### config.mk
export PLATFORM = sky130hd
export DESIGN_NAME = indirect_byte_bridge
export DESIGN_NICKNAME = d
export VERILOG_FILES = /design/src/rtl/bridge_pkg.sv /design/src/rtl/bridge_xfer_engine.sv /design/src/rtl/bridge_irq_unit.sv /design/src/rtl/indirect_byte_bridge.sv
export SDC_FILE = /design/constraint.sdc
export NUM_CORES = 1
export LEC_CHECK = 0
export BUFFER_PORTS_ARGS = -buffer_cell sky130_fd_sc_hd__buf_4
export CAP_MARGIN = 20
export CORE_MARGIN = 2
export CORE_UTILIZATION = 49
export CTS_CLUSTER_DIAMETER = 120
export CTS_CLUSTER_SIZE = 24
export DETAILED_ROUTE_END_ITERATION = 6
export PLACE_DENSITY = 0.76
export SLEW_MARGIN = 20
export SYNTH_ARGS = -nofsm -noshare
export SYNTH_HDL_FRONTEND = slang
export SYNTH_SLANG_ARGS = --single-unit
### constraint.sdc
create_clock -name clk -period 2.77 [get_ports clk]
set_input_delay 0.831 -clock clk [delete_from_list [all_inputs] [get_ports clk]]
set_output_delay 0.831 -clock clk [all_outputs]
set_load 0.1 [all_outputs]
### src/rtl/bridge_pkg.sv
// Shared constants for the indirect byte bridge: host offsets and field
// positions. Assumes a word-aligned 5-bit host offset.
package bridge_pkg;
    localparam int HOST_AW = 5;
    localparam int HOST_DW = 32;
    localparam int IB_DW   = 8;

    localparam logic [HOST_AW-1:0] OFS_ID    = 5'h00;
    localparam logic [HOST_AW-1:0] OFS_CMD   = 5'h04;
    localparam logic [HOST_AW-1:0] OFS_LDATA = 5'h08;
    localparam logic [HOST_AW-1:0] OFS_UDATA = 5'h0C;
    localparam logic [HOST_AW-1:0] OFS_IEN   = 5'h10;
    localparam logic [HOST_AW-1:0] OFS_IFLG  = 5'h14;

    localparam int BUSY_POS = 31;
    localparam int DIR_POS  = 24;
    localparam int BE_LSB   = 16;
    localparam int BE_W     = 8;
    localparam int IRQ_POS  = 1;
endpackage

### src/rtl/bridge_xfer_engine.sv
// Runs one narrow-bus transaction per launch and holds it for XFER_CYCLES
// cycles. Assumes launch_i is only asserted while busy_o is 0.
module bridge_xfer_engine #(
    parameter int XFER_CYCLES = 4,
    parameter int IB_AW       = 8,
    parameter int IB_DW       = 8
) (
    input  logic             clk,
    input  logic             rst_n,
    input  logic             launch_i,
    input  logic             launch_we_i,
    input  logic [IB_AW-1:0] launch_addr_i,
    input  logic [IB_DW-1:0] launch_data_i,
    output logic             busy_o,
    output logic             last_o,
    output logic             we_o,
    output logic [IB_AW-1:0] addr_o,
    output logic [IB_DW-1:0] wdata_o
);
    localparam int CNT_W = $clog2(XFER_CYCLES + 1);
    localparam logic [CNT_W-1:0] CNT_LOAD = CNT_W'(XFER_CYCLES);

    logic             busy_q;
    logic [CNT_W-1:0] cnt_q;
    logic             we_q;
    logic [IB_AW-1:0] addr_q;
    logic [IB_DW-1:0] data_q;

    // Capture the command on launch and count the busy window down.
    always_ff @(posedge clk) begin
        if (!rst_n) begin
            busy_q <= 1'b0;
            cnt_q  <= '0;
            we_q   <= 1'b0;
            addr_q <= '0;
            data_q <= '0;
        end else if (launch_i && !busy_q) begin
            busy_q <= 1'b1;
            cnt_q  <= CNT_LOAD;
            we_q   <= launch_we_i;
            addr_q <= launch_addr_i;
            data_q <= launch_data_i;
        end else if (busy_q) begin
            if (cnt_q == CNT_W'(1)) begin
                busy_q <= 1'b0;
            end
            cnt_q <= cnt_q - CNT_W'(1);
        end
    end

    assign busy_o  = busy_q;
    assign last_o  = busy_q && (cnt_q == CNT_W'(1));
    assign we_o    = we_q;
    assign addr_o  = addr_q;
    assign wdata_o = data_q;

    // Observation counter that measures how long each busy window lasts.
    logic [CNT_W:0] run_len_q;
    always_ff @(posedge clk) begin
        if (!rst_n) run_len_q <= '0;
        else        run_len_q <= busy_q ? run_len_q + 1'b1 : '0;
    end

    assert_busy_len_R6: assert property (@(posedge clk) disable iff (!rst_n)
        $fell(busy_q) |-> (run_len_q == (CNT_W+1)'(XFER_CYCLES)));

    assert_cmd_stable_R8: assert property (@(posedge clk) disable iff (!rst_n)
        (busy_q && $past(busy_q)) |-> ($stable(addr_q) && $stable(we_q) && $stable(data_q)));
endmodule

### src/rtl/bridge_irq_unit.sv
// Brings the slow-domain interrupt through a SYNC_STAGES delay chain into a
// sticky flag that is cleared by writing 1, and gates the flag with an enable.
// Assumes the chain models the crossing latency only.
module bridge_irq_unit #(
    parameter int SYNC_STAGES = 2
) (
    input  logic clk,
    input  logic rst_n,
    input  logic irq_async_i,
    input  logic en_we_i,
    input  logic en_d_i,
    input  logic clr_i,
    output logic en_o,
    output logic flag_o,
    output logic irq_o
);
    logic [SYNC_STAGES:0] tap;
    logic                 en_q;
    logic                 flag_q;

    assign tap[0] = irq_async_i;

    for (genvar g = 0; g < SYNC_STAGES; g++) begin : g_stage
        // One delay stage of the modelled crossing.
        always_ff @(posedge clk) begin
            if (!rst_n) tap[g+1] <= 1'b0;
            else        tap[g+1] <= tap[g];
        end
    end

    // Enable bit storage.
    always_ff @(posedge clk) begin
        if (!rst_n)       en_q <= 1'b0;
        else if (en_we_i) en_q <= en_d_i;
    end

    // Sticky flag: a new request takes priority over a clear in the same cycle.
    always_ff @(posedge clk) begin
        if (!rst_n)                  flag_q <= 1'b0;
        else if (tap[SYNC_STAGES])   flag_q <= 1'b1;
        else if (clr_i)              flag_q <= 1'b0;
    end

    assign en_o   = en_q;
    assign flag_o = flag_q;
    assign irq_o  = flag_q && en_q;

    assert_flag_set_R9: assert property (@(posedge clk) disable iff (!rst_n)
        tap[SYNC_STAGES] |=> flag_q);

    assert_flag_clear_R9: assert property (@(posedge clk) disable iff (!rst_n)
        (clr_i && !tap[SYNC_STAGES]) |=> !flag_q);

    assert_flag_sticky_R9: assert property (@(posedge clk) disable iff (!rst_n)
        (flag_q && !clr_i) |=> flag_q);
endmodule

### src/rtl/indirect_byte_bridge.sv
// Host-facing register file of the indirect byte bridge. Decodes host writes,
// launches narrow-bus transactions, returns read bytes and exposes the
// interrupt flag. Assumes a single-cycle host write strobe and combinational
// read data. IB_AW must not exceed 16.
module indirect_byte_bridge
    import bridge_pkg::*;
#(
    parameter int          XFER_CYCLES = 4,
    parameter int          SYNC_STAGES = 2,
    parameter int          IB_AW       = 8,
    parameter logic [31:0] ID_VALUE    = 32'h1B0D_0003
) (
    input  logic               clk,
    input  logic               rst_n,
    input  logic               host_wr,
    input  logic [HOST_AW-1:0] host_addr,
    input  logic [HOST_DW-1:0] host_wdata,
    output logic [HOST_DW-1:0] host_rdata,
    output logic               host_irq,
    output logic               ib_req,
    output logic               ib_we,
    output logic [IB_AW-1:0]   ib_addr,
    output logic [IB_DW-1:0]   ib_wdata,
    input  logic [IB_DW-1:0]   ib_rdata,
    input  logic               ib_irq
);
    logic             busy;
    logic             last;
    logic             cmd_dir_q;
    logic [BE_W-1:0]  cmd_be_q;
    logic [IB_AW-1:0] cmd_addr_q;
    logic [31:0]      ldata_q;
    logic [31:0]      udata_q;
    logic             irq_en;
    logic             irq_flag;

    logic wr_cmd, wr_ldata, wr_udata, wr_ien, wr_iflg;
    logic launch, launch_we;
    logic [IB_AW-1:0] launch_addr;

    // Host write decode; command and data writes are dropped while busy.
    always_comb begin
        wr_cmd   = host_wr && (host_addr == OFS_CMD)   && !busy;
        wr_ldata = host_wr && (host_addr == OFS_LDATA) && !busy;
        wr_udata = host_wr && (host_addr == OFS_UDATA);
        wr_ien   = host_wr && (host_addr == OFS_IEN);
        wr_iflg  = host_wr && (host_addr == OFS_IFLG);
    end

    // Launch select: a read command or a data write with write direction.
    always_comb begin
        launch      = 1'b0;
        launch_we   = 1'b0;
        launch_addr = cmd_addr_q;
        if (wr_cmd && host_wdata[DIR_POS]) begin
            launch      = 1'b1;
            launch_addr = host_wdata[IB_AW-1:0];
        end else if (wr_ldata && !cmd_dir_q) begin
            launch    = 1'b1;
            launch_we = 1'b1;
        end
    end

    // Command word fields.
    always_ff @(posedge clk) begin
        if (!rst_n) begin
            cmd_dir_q  <= 1'b0;
            cmd_be_q   <= '0;
            cmd_addr_q <= '0;
        end else if (wr_cmd) begin
            cmd_dir_q  <= host_wdata[DIR_POS];
            cmd_be_q   <= host_wdata[BE_LSB +: BE_W];
            cmd_addr_q <= host_wdata[IB_AW-1:0];
        end
    end

    // Lower data word: read completion takes the byte, else a host write.
    always_ff @(posedge clk) begin
        if (!rst_n)              ldata_q <= '0;
        else if (last && !ib_we) ldata_q <= {{(32-IB_DW){1'b0}}, ib_rdata};
        else if (wr_ldata)       ldata_q <= host_wdata;
    end

    // Upper data word storage.
    always_ff @(posedge clk) begin
        if (!rst_n)        udata_q <= '0;
        else if (wr_udata) udata_q <= host_wdata;
    end

    bridge_xfer_engine #(
        .XFER_CYCLES (XFER_CYCLES),
        .IB_AW       (IB_AW),
        .IB_DW       (IB_DW)
    ) u_engine (
        .clk           (clk),
        .rst_n         (rst_n),
        .launch_i      (launch),
        .launch_we_i   (launch_we),
        .launch_addr_i (launch_addr),
        .launch_data_i (host_wdata[IB_DW-1:0]),
        .busy_o        (busy),
        .last_o        (last),
        .we_o          (ib_we),
        .addr_o        (ib_addr),
        .wdata_o       (ib_wdata)
    );

    bridge_irq_unit #(
        .SYNC_STAGES (SYNC_STAGES)
    ) u_irq (
        .clk         (clk),
        .rst_n       (rst_n),
        .irq_async_i (ib_irq),
        .en_we_i     (wr_ien),
        .en_d_i      (host_wdata[IRQ_POS]),
        .clr_i       (wr_iflg && host_wdata[IRQ_POS]),
        .en_o        (irq_en),
        .flag_o      (irq_flag),
        .irq_o       (host_irq)
    );

    assign ib_req = busy;

    // Host read multiplexer.
    always_comb begin
        host_rdata = '0;
        case (host_addr)
            OFS_ID:    host_rdata = ID_VALUE;
            OFS_CMD: begin
                host_rdata[BUSY_POS]          = busy;
                host_rdata[DIR_POS]           = cmd_dir_q;
                host_rdata[BE_LSB +: BE_W]    = cmd_be_q;
                host_rdata[IB_AW-1:0]         = cmd_addr_q;
            end
            OFS_LDATA: host_rdata = ldata_q;
            OFS_UDATA: host_rdata = udata_q;
            OFS_IEN:   host_rdata[IRQ_POS] = irq_en;
            OFS_IFLG:  host_rdata[IRQ_POS] = irq_flag;
            default:   host_rdata = '0;
        endcase
    end

    assert_write_launch_R4: assert property (@(posedge clk) disable iff (!rst_n)
        (host_wr && host_addr == OFS_LDATA && !ib_req && !cmd_dir_q)
        |=> (ib_req && ib_we && ib_wdata == $past(host_wdata[IB_DW-1:0])));

    assert_read_launch_R5: assert property (@(posedge clk) disable iff (!rst_n)
        (host_wr && host_addr == OFS_CMD && !ib_req && host_wdata[DIR_POS])
        |=> (ib_req && !ib_we && ib_addr == $past(host_wdata[IB_AW-1:0])));

    assert_cmd_hold_R8: assert property (@(posedge clk) disable iff (!rst_n)
        (ib_req && host_wr && host_addr == OFS_CMD)
        |=> (cmd_addr_q == $past(cmd_addr_q) && cmd_dir_q == $past(cmd_dir_q)));

    assert_irq_gate_R10: assert property (@(posedge clk) disable iff (!rst_n)
        host_irq |-> (irq_en && irq_flag));
endmodule

Word level (Yosys, flattened, before mapping)
Cells that the tools add are included.
{ "totals": {"elab_cells": 67, "inputBits": 49, "register_bits": 106} }
{ "op_classes": {"reduce_logical": 23, "n_mux": 20, "bitwise": 1, "eq_ne": 6, "addsub": 1} }
{ "op_table": {"columns": ["cell", "count"], "rows": [
  ["6-bit one-hot mux with 3 select lines", 2],
  ["9-bit one-hot mux with 4 select lines", 1],
  ["8-bit 2-to-1 mux", 3],
  ["8-bit one-hot mux with 2 select lines", 1],
  ["1-bit logical AND", 14],
  ["5-bit by 4-bit equality test with 1-bit output, second input constant", 2],
  ["5-bit equality test, second input constant", 2],
  ["1-bit 2-to-1 mux", 8],
  ["3-bit 2-to-1 mux", 2],
  ["1-bit one-hot mux with 6 select lines", 1],
  ["2-bit nonzero test", 3],
  ["5-bit by 3-bit equality test with 1-bit output, second input constant", 1],
  ["5-bit zero test", 1],
  ["1-bit one-hot mux with 4 select lines", 1],
  ["2-bit OR reduction", 2],
  ["3-bit by 1-bit equality test with 1-bit output, second input constant", 1],
  ["1-bit zero test", 3],
  ["1-bit one-hot mux with 3 select lines", 1],
  ["3-bit by 1-bit subtractor with 3-bit output, second input constant", 1],
  ["1-bit inverter", 1]
]} }

Logic depth before layout (Yosys ltp)
Gate-level depths: netlist of the first run.
{ "depth": {"ltp_word": 8, "ltp_mapped": 8} }

Cells and area by module
Synthesis of the first run repeated with hierarchy kept, for this count alone.
{ "hier_totals": {"cells_unflattened": 620, "hier_area_um2": 5273.8} }
{ "modules_own_cells": {"columns": ["mod", "seq_area_each_um2", "n_inst", "area_each_um2", "cells_per_inst"], "rows": [
  ["indirect_byte_bridge", 1621.6, 1, 4196.5, 512],
  ["bridge_xfer_engine", 420.4, 1, 939.7, 97],
  ["bridge_irq_unit", 80.1, 1, 137.6, 11]
]} }

Worst setup path after synthesis of the first run
Ideal clock, no wire load.
{ "synth_timing": {"path_kind": "input-to-output", "from": "input port host_addr[3]", "to": "output port host_rdata[1]", "arrival_ps": 2944, "t_required_ps": 1939, "path_buffers": 2, "path_slack_ps": -1005, "path_stages": 4, "cell_sequence": "buf_6 -> or3_4 -> buf_6 -> o211ai_1"} }
{ "synth_via": {"elab_chain_len": 2} }
{ "synth_lines": {"columns": ["element", "line", "source"], "rows": [
  ["start: declaration", "indirect_byte_bridge.sv:16", "input logic [HOST_AW-1:0] host_addr,"],
  ["5-bit equality test (tied with other cells)", "indirect_byte_bridge.sv:127", "case (host_addr)"],
  ["1-bit one-hot mux with 6 select lines *", "indirect_byte_bridge.sv:127", null],
  ["end: declaration", "indirect_byte_bridge.sv:18", "output logic [HOST_DW-1:0] host_rdata,"]
]} }
Mark *: on every way between the ends. The rest lies on a longest branch, timed or not.

Worst setup path after layout of the first run
{ "layout_timing": {"from": "input port host_addr[4]", "to": "output port host_rdata[1]"} }
The elaborated chain is that of the path after synthesis.

==> results of run 1 <==
[power by group through the flow]
stage	logic [mW]	clock network, mW	registers, mW
2_1_floorplan	0.122	0	1.59
3_3_place_gp	0.252	0	1.58
3_5_place_dp	0.257	0	1.58
4_1_cts	0.270	0.903	1.55
5_1_grt	0.302	0.963	1.55
6_report	0.286	0.898	1.55
[synth_stat cells (2+ instances only)]
library cell	count
nand3_1	17
and2_1	12
a222oi_1	8
buf_6	4
nand2_1	198
nor2b_1	3
mux2_2	5
a22o_1	11
nor2_1	10
nor3_1	4
dfxtp_1	106
nor3_4	3
mux2i_1	17
a22oi_1	14
a31oi_1	8
nand2b_1	2
ha_1	2
inv_1	13
buf_2	15
a21oi_1	77
o21ai_0	10
buf_4	2
or3_1	2
buf_1	3
and3_1	2
o211ai_1	10
clkbuf_1	20
[worst max-delay path by stage]
stage | start | endpoint | slack [ns]
floorplan | host_addr[3] | host_rdata[1] | -0.93
global placement | host_addr[4] | host_rdata[1] | -0.39
detailed placement | host_addr[4] | host_rdata[1] | -0.41
CTS | host_addr[4] | host_rdata[1] | -0.29
global route | host_addr[4] | host_rdata[1] | -0.32
finish | host_addr[4] | host_rdata[1] | -0.28
[repair_timing]
| action | in CTS | in global routing |
|---|---|---|
| hold buffers | 0 | 0 |
| endpoints found under the setup margin | 32 | 32 |
| pin swaps | 9 | 13 |
| gates cloned | 1 | 1 |
| hold endpoints to repair | 0 | 0 |
| buffers inserted | 0 | 6 |
| gates resized for setup | 95 | 25 |
[critical path: cells and delay by family]
family	cells	cell delay [ns]
buffers and inverters	3	0.50
AOI/OAI and AO/OA	1	0.11
and+or+nand+nor	2	0.78
[flip-flops by register name, indices dropped and copies added (netlist names)]
register / flops
cmd_addr_q: 8
u_engine.busy_o: 1
cmd_dir_q: 1
u_engine.wdata_o: 8
u_irq.en_o: 1
u_engine.addr_o: 8
u_engine.we_o: 1
u_engine.cnt_q: 3
udata_q: 32
u_irq.flag_o: 1
cmd_be_q: 8
u_irq.tap: 2
ldata_q: 32
[cells by family after synthesis]
logic type | count (synthesis) | synth area share, %
compound gates | 141 | 18.64
xor+xnor | 2 | 0.3767
fa+ha+maj | 2 | 0.5380
buf+inv | 57 | 5.811
flops | 106 | 45.63
mux | 22 | 4.869
simple gates | 259 | 24.13
[per-layer routing]
layer	share of wire (%)	up-vias
met4	2.1	0
met3	6.8	27
met5	0	-
met2	50	192
li1	-	2232
met1	41	2308
[through the flow]
step / instance area (um^2) / util, %
2_1_floorplan: 4960 / -
3_3_place_gp: 5984 / 64.77
3_5_place_dp: 5984 / 64.77
4_1_cts: 6558 / 70.97
5_1_grt: 6734 / 72.88
6_report: 6734 / 72.88
[final cells by class]
| class | count | area, um^2 | share of cell area (%) |
|---|---|---|---|
| inverter | 13 | 48.80 | 0.7246 |
| tap | 129 | 161.4 | 2.397 |
| multi-input combinational | 426 | 2604 | 38.67 |
| clock inverter | 6 | 50.05 | 0.7432 |
| timing repair buffer | 149 | 1620 | 24.06 |
| clock buffer | 10 | 127.6 | 1.895 |
| sequential | 106 | 2122 | 31.51 |
==> qor.csv, run 1 <==
metric;value;unit
status;finished with violations;
violated checks;negative setup slack;
Area contributors post-synth;dfxtp_1 46%, nand2_1 16%, a21oi_1 8.3%, mux2i_1 3.7%, a22oi_1 2.3%;
Root Driver;clkbuf_8;
Worst Hold Path EP;u_irq.flag_o;
Worst Hold Depth;2;
slowest stage cell, crit path;or3_4;
Total GRT Usage;27.33;%
Critical Path Source Type;input pin;
Post-synth EDFFs;0;
min Tclk post-route;3.055;ns
Vias;4759;
Worst Reg2Reg Path Length in Cells;5;
Synth cell types;38;
drt wl/cell;16.86;um
DP Worst Slack;-0.4099;ns
clock sinks;106;
Mapped Nets;640;
Switching Share;26.88;%
# IOs;100;
Routed Antenna Nets;0;
most frequent cell on the critical path;buf_6;
Worst VDD drop;0.0002555;V
top cell type's share of synthesized area;45.63;%
final setup violation count;28;
Initial Util;50.33;%
Final Net Count;756;
hold slack final;0.4475;ns
average size of a mapped cell;7.896;um^2
crit path DAT;2.22;ns
element type at the critical path end;output pin;
filler instances;675;
Psw;733.9;uW
total internal power;1.996;mW
layout cells sized above 1;31.69;%
area leader, netlist;dfxtp_1;
Core ar.;9240;um^2
Setup CP Type;input pin to output pin;
FP Rows;35;
Synth Register Bits;106;
H-tree depth;3;
vias per cell;5.672;
Combinational Power Share;10.5;%
CTS Buffer Depth;2;
layer with the highest usage;met2;
Post-Synthesis Cell Area;4651;um^2
leakage power;2.556;nW
Hold Violations, Final;0;
Async SR Flop Fraction;0;%
Max Slew Vio Count;0;
main flop type after synthesis;dfxtp_1;
global-route wire length before repair;22270;um
largest net degree at the start of global routing;33;
Syn-to-layout area delta;44.79;%
Ys Warns;0;
worst hold path type;flop to flop;
CP Cell Sequence;buf_6 > or3_4 > or3_4 > buf_6 > o211ai_1 > buf_6;
Worst-Margin Slew;0.7582;ns
vias in the first global route;4585;
Worst R2R Start;u_engine.busy_o;
CTS tree;done;
Iter 0 DRT Violations;367;
fmax;0.3274;GHz
GR met3 Demand/Resource;4.072;%
setup TNS;-6.024;ns
die area;10290;um^2
register-to-register setup slack;0.87;ns
port bufs;99;
most frequent cells in the layout;194 x nand2_1, 106 x dfxtp_1, 98 x buf_4;
RSZ-0062 raised after global routing;true;
dpl hpwl;9231;um
final worst slack;-0.2846;ns
Req. time, crit path;1.94;ns
initial antenna violation count;0;
crit path max fanout;3;
drt pass-1 iters;5;
fin crit share;110.3;%
grt total ovfl;0;
max_slew headroom;49.23;%
commonest non-fill, non-tap cell in the layout;nand2_1;
Flop pwr share;56.6;%
grt met1 use;35.35;%
pwr dens;405.4;nW/um^2
clk slew on worst S/H paths;0.10;ns
max-cap violations;0;
WL final;14150;um
Syn Inst Count;589;
die width;101.4;um
Clk pwr share;32.9;%
Chip Height;101.4;um
CP max stage delay;0.40;ns
Tot Pwr;2.730;mW
RD Place Congestion;0.8573;
R2R Path End;u_engine.addr_o[7];
insertion delay to the later sink of the worst-skew pair;0.38;ns
DRC violations left;0;
hold_sp;u_irq.tap[2];
Num CTS Buffers;9;
placed insts;816;
Seq/Total Area, Yosys;45.63;%
Final Non-Filler Cells;839;
# diodes;0;
Worst Skew;0.01382;ns
M2 GR Usage;46.26;%
No activity file was read; power rests on OpenSTA's default activity.
==> run 2, diff against run 1 <==
--- a/config.mk
+++ b/config.mk
@@ -8,11 +8,11 @@
 export BUFFER_PORTS_ARGS = -buffer_cell sky130_fd_sc_hd__buf_4
 export CAP_MARGIN = 20
 export CORE_MARGIN = 2
-export CORE_UTILIZATION = 49
+export CORE_UTILIZATION = 54
 export CTS_CLUSTER_DIAMETER = 120
 export CTS_CLUSTER_SIZE = 24
 export DETAILED_ROUTE_END_ITERATION = 6
-export PLACE_DENSITY = 0.76
+export PLACE_DENSITY = 0.79
 export SLEW_MARGIN = 20
 export SYNTH_ARGS = -nofsm -noshare
 export SYNTH_HDL_FRONTEND = slang
==> constraint.sdc (replaced) <==
create_clock -name clk -period 3.52 [get_ports clk]
set_input_delay 1.056 -clock clk [delete_from_list [all_inputs] [get_ports clk]]
set_output_delay 1.056 -clock clk [all_outputs]
set_load 0.1 [all_outputs]
==> qor.csv, run 2 (synthesis results as in run 1) <==
metric;value;unit;change
die width;96.81;um;-4.6%
leakage power;2.398;nW;-6.2%
Worst-Margin Slew;1.007;ns;+0.2493 ns
Chip Height;96.81;um;-4.6%
vias in the first global route;4698;;+2.5%
postcts setup bufs;0;;unchanged
CP Cell Sequence;buf_4 > or3_4 > or3_4 > buf_4 > o211ai_1 > buf_6;;
drt pass-1 iters;5;;unchanged
initial antenna violation count;0;;unchanged
slowest stage cell, crit path;or3_4;;
layout cells sized above 1;28.49;%;-3.2 points
largest net degree at the start of global routing;39;;+18%
pwr dens;337.3;nW/um^2;-17%
RD Place Congestion;0.9067;;+5.8%
Core ar.;8299;um^2;-10%
clk slew on worst S/H paths;0.09;ns;about the same
# IOs;100;;unchanged
Worst path top cell family by delay;simple AND/OR/NAND/NOR gates;;
crit path DAT;2.43;ns;+0.21 ns
grt total ovfl;0;;unchanged
Buf/Inv on CP;3;;unchanged
Worst Skew;0.01909;ns;+0.005265 ns
Final Net Count;741;;-2.0%
clock sinks;106;;unchanged
worst hold path type;flop to flop;;
status;finished, final reports clean;;
max_slew headroom;32.67;%;-17 points
Setup CP Type;input pin to output pin;;
Root Driver;clkbuf_8;;
most frequent cells in the layout;194 x nand2_1, 106 x dfxtp_1, 97 x buf_4;;
fin crit share;99.12;%;
filler instances;600;;-11%
Num CTS Buffers;9;;unchanged
Req. time, crit path;2.46;ns;+0.52 ns
hold slack final;0.4463;ns;-0.001261 ns
die area;9371;um^2;-8.9%
biggest regs;ldata_q (32), udata_q (32);;
Routed Antenna Nets;0;;unchanged
Worst VDD drop;0.0002383;V;-6.7%
Final Non-Filler Cells;800;;-4.6%
port bufs;99;;unchanged
dpl hpwl;9131;um;-1.1%
H-tree depth;3;;unchanged
DP Worst Slack;-0.1768;ns;+0.2331 ns
placed insts;783;;-4.0%
WL final;13810;um;-2.4%
RSZ-0062 raised after global routing;true;;
final setup violation count;0;;-100%
final worst slack;0.03081;ns;+0.3154 ns
Hold Violations, Final;0;;unchanged
vias per cell;5.883;;+3.7%
max-cap violations;0;;unchanged
min Tclk post-route;3.489;ns;
Total GRT Usage;29.22;%;+1.9 points
crit path max fanout;3;;unchanged
fin area;6297;um^2;-6.5%
Iter 0 DRT Violations;342;;-6.8%
CTS Buffer Depth;2;;unchanged
Syn-to-layout area delta;35.40;%;
Tot Pwr;2.124;mW;-22%
# diodes;0;;unchanged
CTS tree;done;;
commonest non-fill, non-tap cell in the layout;nand2_1;;
Vias;4706;;-1.1%
drt wl/cell;17.26;um;+2.3%
fmax;0.2866;GHz;
insertion delay to the later sink of the worst-skew pair;0.38;ns;about the same
global-route wire length before repair;22600;um;+1.5%
CP max stage delay;0.39;ns;about the same
Max Slew Vio Count;0;;unchanged
element type at the critical path end;output pin;;
placed cell areas;5827;um^2;-2.6%
FP Rows;33;;-5.7%
Initial Util;56.04;%;+5.7 points
Critical Path Source Type;input pin;;
DRC violations left;0;;unchanged
==> run 2: cell types whose count changed in the layout (fill, tap and decap cells not counted), moves of 2 or more <==
cell	before	now
a22oi_1	2	11
a22oi_2	12	3
buf_12	33	16
buf_8	2	6
clkinv_4	2	0
inv_6	1	3
nand2_2	0	2
nand2_8	3	1
==> run 2: final cells by class <==
cell class	count	area [um^2]	share of cell area, %
multi-input combinational	426	2511	39.88
tap	105	131.4	2.086
inverter	13	48.80	0.7749
clock inverter	4	31.28	0.4967
clock buffer	12	145.1	2.305
timing repair buffer	134	1308	20.76
sequential	106	2122	33.70
==> run 2: final timing paths <==
kind / endpoint / start / depth (start not counted) / slack [ns]
worst max-delay path: host_rdata[1] / host_addr[4] / 6 / 0.03
worst min-delay path: u_irq.flag_o / u_irq.tap[2] / 2 / 0.45
worst max register to register: ldata_q[27] / u_engine.cnt_q[0] / 5 / 0.99
worst min register to register: u_irq.flag_o / u_irq.tap[2] / 2 / 0.45
==> run 2: tightest hold or removal path, delay by kind of cell (launching register included) <==
family          cells  cell delay (ns)
flops               1             0.31
compound gates      1             0.05
buf+inv             1             0.04
==> run 2: through the flow <==
| stage | TNS, ns | utilization [%] |
|---|---|---|
| after floorplan | -1.510 | - |
| after global placement | -1.742 | 70.21 |
| after detailed placement | -2.354 | 70.21 |
| after CTS | -0.01564 | 75.24 |
| after global routing | -0.03134 | 75.88 |
| final | 0 | 75.88 |
==> run 2: per-layer routing <==
metal	routed length (um)	GRT usage [%]
met5	0	0
met4	225	10.40
met2	6954	49.09
met3	1013	6.647
met1	5613	36.88
==> run 2: where the power goes <==
group	switching, mW	internal, mW
sequential	0.00740	1.21
combinational	0.125	0.0808
clock	0.418	0.285
==> run 2: what timing repair did <==
| action | 4_1_cts | 5_1_grt |
|---|---|---|
| cloned | 0 | 1 |
| pin swaps | 6 | 2 |
| endpoints found under the setup margin | 28 | 26 |
| gates resized for setup | 60 | 14 |
| hold buffers | 0 | 0 |
